## src/rtl/act_mon_pkg.sv

```systemverilog
// Shared constants and types for the activity monitor counter bank.
// Assumes a 4-bit index space per group and four implemented fixed slots.
package act_mon_pkg;
    localparam int FIX_NUM = 4;
    localparam int IDX_W   = 4;

    typedef enum logic [1:0] {
        SLOT_CORE  = 2'd0,
        SLOT_REF   = 2'd1,
        SLOT_RET   = 2'd2,
        SLOT_STALL = 2'd3
    } fix_slot_e;

    typedef enum logic {
        GRP_FIXED = 1'b0,
        GRP_AUX   = 1'b1
    } grp_e;

    localparam logic [1:0] PRIV_LOWEST = 2'd0;
endpackage

```

## src/rtl/act_counter.sv

```systemverilog
// One wide event counter. A load has priority over counting. When run_i is
// high the counter adds inc_i, wrapping modulo 2^W. Assumes the load and run
// qualifiers are already decoded by the parent.
module act_counter #(
    parameter int W     = 64,
    parameter int INC_W = 2
) (
    input  logic             clk,
    input  logic             rst_n,
    input  logic             run_i,
    input  logic [INC_W-1:0] inc_i,
    input  logic             load_i,
    input  logic [W-1:0]     load_val_i,
    output logic [W-1:0]     count_o
);
    logic [W-1:0] count_q;

    // Counter state: reset, software load, or increment.
    always_ff @(posedge clk) begin
        if (!rst_n)      count_q <= '0;
        else if (load_i) count_q <= load_val_i;
        else if (run_i)  count_q <= count_q + W'(inc_i);
    end

    assign count_o = count_q;


    load_exact_chk: assert property (@(posedge clk) disable iff (!rst_n)
        load_i |=> count_o == $past(load_val_i));


    run_wrap_chk: assert property (@(posedge clk) disable iff (!rst_n)
        (run_i && !load_i) |=> count_o == $past(count_o) + W'($past(inc_i)));


    idle_hold_chk: assert property (@(posedge clk) disable iff (!rst_n)
        (!run_i && !load_i) |=> $stable(count_o));
endmodule

```

## src/rtl/act_access_ctrl.sv

```systemverilog
// Register-port decoder. It checks privilege, decodes group and index into
// write strobes, and muxes read data. Disabled or unimplemented slots read
// as zero. Assumes all counter values are presented in parallel.
module act_access_ctrl
    import act_mon_pkg::*;
#(
    parameter int W       = 64,
    parameter int NUM_AUX = 4
) (
    input  logic               clk,
    input  logic               rst_n,
    input  logic               acc_valid_i,
    input  logic               acc_write_i,
    input  logic               acc_group_i,
    input  logic [IDX_W-1:0]   acc_idx_i,
    input  logic [1:0]         acc_priv_i,
    input  logic               user_acc_en_i,
    input  logic [FIX_NUM-1:0] fix_en_i,
    input  logic [NUM_AUX-1:0] aux_en_i,
    input  logic [W-1:0]       fix_val_i [FIX_NUM],
    input  logic [W-1:0]       aux_val_i [NUM_AUX],
    output logic [FIX_NUM-1:0] fix_wr_o,
    output logic [NUM_AUX-1:0] aux_wr_o,
    output logic [W-1:0]       rd_data_o,
    output logic               fault_o
);
    logic granted;
    logic fix_sel;
    logic aux_sel;

    // Privilege trap and group qualification.
    always_comb begin
        fault_o = acc_valid_i && (acc_priv_i == PRIV_LOWEST) && !user_acc_en_i;
        granted = acc_valid_i && !fault_o;
        fix_sel = granted && (grp_e'(acc_group_i) == GRP_FIXED);
        aux_sel = granted && (grp_e'(acc_group_i) == GRP_AUX);
    end

    // Index decode into write strobes and read mux.
    always_comb begin
        fix_wr_o  = '0;
        aux_wr_o  = '0;
        rd_data_o = '0;
        for (int i = 0; i < FIX_NUM; i++) begin
            if (fix_sel && acc_idx_i == IDX_W'(i)) begin
                fix_wr_o[i] = acc_write_i;
                if (fix_en_i[i]) rd_data_o = fix_val_i[i];
            end
        end
        for (int j = 0; j < NUM_AUX; j++) begin
            if (aux_sel && acc_idx_i == IDX_W'(j)) begin
                aux_wr_o[j] = acc_write_i;
                if (aux_en_i[j]) rd_data_o = aux_val_i[j];
            end
        end
    end


    fault_quiet_chk: assert property (@(posedge clk) disable iff (!rst_n)
        fault_o |-> (rd_data_o == '0 && fix_wr_o == '0 && aux_wr_o == '0));


    single_target_chk: assert property (@(posedge clk) disable iff (!rst_n)
        $onehot0({fix_wr_o, aux_wr_o}));


    write_needs_access_chk: assert property (@(posedge clk) disable iff (!rst_n)
        (!acc_valid_i || !acc_write_i) |-> ({fix_wr_o, aux_wr_o} == '0));
endmodule

```

## src/rtl/activity_counter_bank.sv

```systemverilog
// Per-core activity monitor bank: four fixed event counters plus NUM_AUX
// auxiliary counters, with a privileged register port. Counting is gated by
// each enable and frozen while wait_i is high. Assumes event strobes are
// synchronous to clk.
module activity_counter_bank
    import act_mon_pkg::*;
#(
    parameter int W       = 64,
    parameter int NUM_AUX = 4,
    parameter int RET_W   = 2
) (
    input  logic               clk,
    input  logic               rst_n,
    input  logic               wait_i,
    input  logic               ref_tick_i,
    input  logic [RET_W-1:0]   retire_cnt_i,
    input  logic               stall_ev_i,
    input  logic [NUM_AUX-1:0] aux_ev_i,
    input  logic [FIX_NUM-1:0] fix_en_i,
    input  logic [NUM_AUX-1:0] aux_en_i,
    input  logic               user_acc_en_i,
    input  logic               acc_valid_i,
    input  logic               acc_write_i,
    input  logic               acc_group_i,
    input  logic [IDX_W-1:0]   acc_idx_i,
    input  logic [1:0]         acc_priv_i,
    input  logic [W-1:0]       acc_wdata_i,
    output logic [W-1:0]       rd_data_o,
    output logic               fault_o
);
    logic [W-1:0]       fix_cnt [FIX_NUM];
    logic [W-1:0]       aux_cnt [NUM_AUX];
    logic [RET_W-1:0]   fix_inc [FIX_NUM];
    logic [FIX_NUM-1:0] fix_wr;
    logic [NUM_AUX-1:0] aux_wr;

    act_access_ctrl #(.W(W), .NUM_AUX(NUM_AUX)) u_access (
        .clk           (clk),
        .rst_n         (rst_n),
        .acc_valid_i   (acc_valid_i),
        .acc_write_i   (acc_write_i),
        .acc_group_i   (acc_group_i),
        .acc_idx_i     (acc_idx_i),
        .acc_priv_i    (acc_priv_i),
        .user_acc_en_i (user_acc_en_i),
        .fix_en_i      (fix_en_i),
        .aux_en_i      (aux_en_i),
        .fix_val_i     (fix_cnt),
        .aux_val_i     (aux_cnt),
        .fix_wr_o      (fix_wr),
        .aux_wr_o      (aux_wr),
        .rd_data_o     (rd_data_o),
        .fault_o       (fault_o)
    );

    for (genvar g = 0; g < FIX_NUM; g++) begin : g_fix
        // Per-slot increment source, picked by the slot's meaning.
        if (g == int'(SLOT_CORE)) begin : g_core
            assign fix_inc[g] = RET_W'(1);
        end else if (g == int'(SLOT_REF)) begin : g_ref
            assign fix_inc[g] = RET_W'(ref_tick_i);
        end else if (g == int'(SLOT_RET)) begin : g_ret
            assign fix_inc[g] = retire_cnt_i;
        end else begin : g_stall
            assign fix_inc[g] = RET_W'(stall_ev_i);
        end

        act_counter #(.W(W), .INC_W(RET_W)) u_cnt (
            .clk        (clk),
            .rst_n      (rst_n),
            .run_i      (fix_en_i[g] && !wait_i),
            .inc_i      (fix_inc[g]),
            .load_i     (fix_wr[g]),
            .load_val_i (acc_wdata_i),
            .count_o    (fix_cnt[g])
        );


        fix_wait_freeze_chk: assert property (@(posedge clk) disable iff (!rst_n)
            (wait_i && !fix_wr[g]) |=> $stable(fix_cnt[g]));


        fix_reset_clear_chk: assert property (@(posedge clk)
            !rst_n |=> fix_cnt[g] == '0);
    end

    for (genvar a = 0; a < NUM_AUX; a++) begin : g_aux
        act_counter #(.W(W), .INC_W(1)) u_cnt (
            .clk        (clk),
            .rst_n      (rst_n),
            .run_i      (aux_en_i[a] && !wait_i),
            .inc_i      (aux_ev_i[a]),
            .load_i     (aux_wr[a]),
            .load_val_i (acc_wdata_i),
            .count_o    (aux_cnt[a])
        );


        aux_wait_freeze_chk: assert property (@(posedge clk) disable iff (!rst_n)
            (wait_i && !aux_wr[a]) |=> $stable(aux_cnt[a]));


        aux_reset_clear_chk: assert property (@(posedge clk)
            !rst_n |=> aux_cnt[a] == '0);
    end
endmodule

```

## config.mk

```make
export PLATFORM = sky130hd
export DESIGN_NAME = activity_counter_bank
export DESIGN_NICKNAME = d
export VERILOG_FILES = /design/src/rtl/act_mon_pkg.sv /design/src/rtl/act_counter.sv /design/src/rtl/act_access_ctrl.sv /design/src/rtl/activity_counter_bank.sv
export SDC_FILE = /design/constraint.sdc
export NUM_CORES = 2
export LEC_CHECK = 0
export CAP_MARGIN = 20
export CORE_MARGIN = 5
export CORE_UTILIZATION = 40
export CTS_BUF_LIST = sky130_fd_sc_hd__clkbuf_16
export CTS_CLUSTER_SIZE = 12
export DETAILED_ROUTE_END_ITERATION = 8
export GPL_TIMING_DRIVEN = 0
export SYNTH_ARGS = -nofsm -noshare
export SYNTH_HDL_FRONTEND = slang
export SYNTH_SLANG_ARGS = --single-unit
export TNS_END_PERCENT = 20
```

## constraint.sdc

```tcl
create_clock -name clk -period 4.8 [get_ports clk]
set_clock_uncertainty 0.1 [all_clocks]
set_input_delay 1.44 -clock clk [delete_from_list [all_inputs] [get_ports clk]]
set_output_delay 1.44 -clock clk [all_outputs]
set_load 0.05 [all_outputs]
```

# Word level (Yosys, flattened, before mapping)
# Index checks and enable logic that the tools add are counted.
[totals]
register_bits = 512
in_bits = 93
out_inout_bits = 65
elab_cells = 94
[op_classes]
addsub = 8
n_eq_ne = 3
mux = 40
bitwise_logic = 1
n_reduce_logical = 34
[op_table]
columns = ["operator", "count"]
rows = [
  ["$mux 64", 32],
  ["$add 64x1->64", 6],
  ["$add 64x1->64 const B", 1],
  ["$add 64x2->64", 1],
  ["$logic_and 1x1->1", 21],
  ["$reduce_bool 2->1", 8],
  ["$eq 4x2->1 const B", 2],
  ["$mux 1", 8],
  ["$eq 4x1->1 const B", 1],
  ["$logic_not 4->1", 1],
  ["$logic_not 1->1", 3],
  ["$logic_not 2->1", 1],
  ["$not 1->1", 1],
]

# Longest topological paths before layout
[depth]
ltp_word = 22
mapped_depth = 10
mapped_depth_nobuf = 9

# Cells and area by module
# A second synthesis with hierarchy kept.
[unflattened]
cells_unflattened = 4803
area_unflattened_um2 = 36140.9
[by_module_without_submodules]
columns = ["module", "instances", "cells_per_inst", "area_per_inst_um2", "seq_area_each_um2"]
rows = [
  ["act_counter (g_aux[0].u_cnt ...)", 4, 505, 3980.1, 1281.2],
  ["act_counter (g_fix[0].u_cnt ...)", 4, 493, 3829.9, 1281.2],
  ["act_access_ctrl", 1, 801, 4843.4, 0.0],
  ["activity_counter_bank", 1, 10, 57.6, 0.0],
]

# Worst setup path before layout
# No wires, ideal clock.
[synth_timing]
kind = "input port to output port"
from = "input port acc_idx_i[3]"
to = "output port rd_data_o[10]"
t_arrival_ps = 3718
t_required_ps = 3260
slack_ps = -458
cell_stages = 6
n_path_buf = 2
path_cell_list = "nor2_1 and3_1 clkbuf_1 clkbuf_1 a221oi_1 o21ai_0"
[synth_between]
elab_chain_len = 17
elab_cells_between_ends = 27
classes_between = "3 x eq/ne; 15 x mux; 9 x reduce/logical"
[synth_lines]
columns = ["item", "line", "rtl"]
rows = [
  ["start: declaration", "activity_counter_bank.sv:25", "input logic [IDX_W-1:0] acc_idx_i,"],
  ["$logic_not 4->1", "act_access_ctrl.sv:45, act_access_ctrl.sv:51", ""],
  ["$logic_and 1x1->1", "act_access_ctrl.sv:45", "if (fix_sel && acc_idx_i == IDX_W'(i)) begin"],
  ["$mux 64", "act_access_ctrl.sv:45", ""],
  ["$mux 64", "act_access_ctrl.sv:47", "if (fix_en_i[i]) rd_data_o = fix_val_i[i];"],
  ["$mux 64", "act_access_ctrl.sv:45", ""],
  ["$mux 64", "act_access_ctrl.sv:47", ""],
  ["$mux 64", "act_access_ctrl.sv:45", ""],
  ["$mux 64", "act_access_ctrl.sv:47", ""],
  ["$mux 64", "act_access_ctrl.sv:45", ""],
  ["$mux 64", "act_access_ctrl.sv:53", "if (aux_en_i[j]) rd_data_o = aux_val_i[j];"],
  ["$mux 64", "act_access_ctrl.sv:51", "if (aux_sel && acc_idx_i == IDX_W'(j)) begin"],
  ["$mux 64", "act_access_ctrl.sv:53", ""],
  ["$mux 64", "act_access_ctrl.sv:51", ""],
  ["$mux 64", "act_access_ctrl.sv:53", ""],
  ["$mux 64", "act_access_ctrl.sv:51", ""],
  ["$mux 64", "act_access_ctrl.sv:53", ""],
  ["$mux 64 (*)", "act_access_ctrl.sv:51", ""],
  ["end: declaration", "activity_counter_bank.sv:28", "output logic [W-1:0] rd_data_o,"],
]
# Mark *: on every way between the ends. The rest lies on a longest branch, timed or not.

# Final worst setup path
[layout_timing]
from = "input port acc_idx_i[1]"
to = "output port rd_data_o[0]"
# The elaborated chain is that of the path after synthesis.

==> qor.yml <==
logic_synthesis:
  syn_inst: 3993
  ys_ff_latch: 512
  postSynthAreaPerCell_um2: 7.76
  yosysTopAreaCell: "dfxtp_1"
  ys.flop_type: "dfxtp_1"
  synth-edff-count: 0
  ys_seq_area_share_pct: 33.1
  yosysTopAreaCellShare_pct: 33.1
  yosys_warnings: 0
  ys_types: 64
  syn_nets: 4102
  synth-async-reset-ratio_pct: 0
  synth.area.top_cells: "dfxtp_1 33%, xor2_1 7.3%, xnor2_1 6.5%"
  mappedNetlistArea_um2: 31000
drt:
  drt_iter0_drc: 5552
  ant_nets: 0
  post_drt_wl_per_cell_um: 29.9
  routed_wirelength_mm: 159
  via_per_inst: 6.62
  drt-pass1-iter-count: 9
  drc: 25
  vias: 35300
cells_and_area:
  final_common_cell: "dfxtp_1"
  post-route-util_pct: 48.6
  fillers: 7763
  area_growth_pct: 21.2
  finalInstanceArea_um2: 37600
  drive_gt1_share_pct: 10.5
  finalNetCount: 4362
  final_cell_mix: "512 x dfxtp_1, 364 x o21ai_0, 347 x a21oi_1, 275 x nor2_1, 258 x xor2_1"
  fin_cells: 5336
floorplan:
  dieHeight_um: 288
  die-area_um2: 83200
  fp-row-count: 102
  die_w_um: 288
  initial_core_util_pct: 40.1
  io-pin-count: 158
  core-area_um2: 77200
placed_design:
  placed_area_um2: 33900
  place_hpwl_mm: 124
  routabilityCongestion: 1.02
  port_buffers: 145
  place_inst: 5188
grt:
  grt_util_met2_pct: 52.2
  grt.total_usage_pct: 36.3
  grt.met3_usage_pct: 7.07
  gr-total-overflow: 0
  grt_pass1_wl_mm: 225
  grt_pass1_vias: 31900
  grt_util_met1_pct: 51.7
  grt_start_max_net_pins: 16
  grt_antenna_before_repair: 5
  busiest_layer: "met2"
clock_network:
  htreeDepth: 2
  insertion_delay_ns: 0.66
  cts_tree: "done"
  cts_root_buf: "clkbuf_16"
  cts_num_sinks: 512
  clk_path_buf_depth: 3
  clkTransAtPathRegs_ns: 0.06
  cts_buffers: 61
  hold_buffers: 0
sta:
  final_max_slew_viol_count: 0
  finalCritPeriodShare_pct: 104
  hold_ws_ns: 0.459
  setup_violations: 62
  hold_viol_final: 0
  setup_slack_ns: -0.177
  period_minus_slack_ns: 4.98
  max_freq_mhz: 201
  rsz0062_at_grt: "yes"
  slew_headroom_pct: 20.3
  max_slew.worst_pin.slew_ns: 1.19
status:
  status: "finished, violations left"
  violations: "DRC, setup timing"
flow_run:
  cap_violations: 0
power_and_ir_drop:
  max-vdd-ir-drop_v: 0.000272
  finalPower_uw: 9540
  powerDensity_nw_per_um2: 254
  power_leakage_uw: 0.0118
worst_setup_path:
  startpoint_type: "input pin"
  startpoint: "acc_idx_i[1]"
  worstPathRequired_ns: 3.26
  r2r_start: "g_aux[1].u_cnt.count_o[0]"
  worstSetupPathType: "in -> out"
  crit_path_end_kind: "primary output"
  reg2reg_depth: 8
  crit_fanout: 8
  crit_arrival_ns: 3.44
min_path:
  hold_depth: 2
  hold_class: "reg -> reg"
  min_from: "g_fix[0].u_cnt.count_o[35]"
report_power, final:
part / switching (uW) / total (uW) / internal [uW]
Sequential: 56.8 / 4340 / 4290
Combinational: 554 / 789 / 235
Clock: 2030 / 4410 / 2380
state kept, by name, summed over array words and instances (netlist names):
name / flops
g_aux.u_cnt.count_o: 256
g_fix.u_cnt.count_o: 256
routing by layer:
metal | share of wire (%) | vias up | routed length, um
met3 | 11 | 489 | 17600
met2 | 40 | 2334 | 64000
li1 | - | 15400 | -
met5 | 0.0069 | - | 11
met1 | 42 | 17100 | 67200
met4 | 6.6 | 2 | 10600
layout make-up:
cell class                      count  area, um2  area share [%]
Buffer                            298       1670            4.44
Multi-Input combinational cell   3127      20300            54.0
Timing Repair Buffer              201       2070            5.52
Tap cell                         1040       1300            3.47
Antenna cell                        2       5.00          0.0133
Clock buffer                       63       1580            4.20
Inverter                           52        195           0.520
Sequential cell                   512      10200            27.3
Clock inverter                     41        198           0.526
cells by family (layout without fill, tap and decap cells):
| kind of cell | Yosys count | count (layout) | share of synthesized area [%] |
|---|---|---|---|
| and+or+nand+nor | 1385 | 1387 | 23.3 |
| other | 0 | 2 | 0 |
| adders and majority gates | 16 | 16 | 0.670 |
| DFF | 512 | 512 | 33.1 |
| muxes | 17 | 17 | 0.549 |
| xor gates and xnor gates | 488 | 488 | 13.8 |
| AOI/OAI and AO/OA | 1219 | 1219 | 24.2 |
| buffers and inverters | 356 | 655 | 4.38 |
Yosys cell counts (29+ instances only):
master,count
a211oi_1,148
o22ai_1,64
a221oi_1,68
a21oi_1,360
and3_1,92
xor2_1,258
and4_1,52
dfxtp_1,512
xnor2_1,230
o21a_1,29
nand3_1,215
a222oi_1,41
nand2_1,244
nor4_1,65
a22o_1,42
nand4_1,176
nor2_1,302
o21ai_0,386
clkbuf_1,263
o221ai_1,30
nor3_1,112
inv_1,51
repair_timing:
action / 4_1_cts / 5_1_grt
cloned: 4 / 2
resized for setup: 781 / 99
setup endpoints to repair: 86 / 94
setup buffers: 21 / 15
pin swaps: 46 / 32
through the flow:
step	setup WS, ns	setup TNS (ns)
after detailed placement	-2.87	-223.63
final	-0.177	-3.68
after floorplan	-0.295	-9.66
after CTS	-0.143	-1.50
after global placement	-2.91	-425.35
after global routing	-0.141	-2.77
worst max-delay path, stage by stage:
cell	delay, ns
buf_12	0.12
nor2b_4	0.15
and3_4	0.26
a222oi_1	0.89
o21ai_2	0.19
o211a_1	0.21
buf_6	0.17
final timing paths:
check                                             endpoint  slack (ns)
worst min register to register  g_fix[0].u_cnt.count_o[35]        0.46
worst min-delay path            g_fix[0].u_cnt.count_o[35]        0.46
worst max-delay path                          rd_data_o[0]       -0.18
worst max register to register  g_aux[1].u_cnt.count_o[43]        1.33
(Power assumes the default switching activity.)
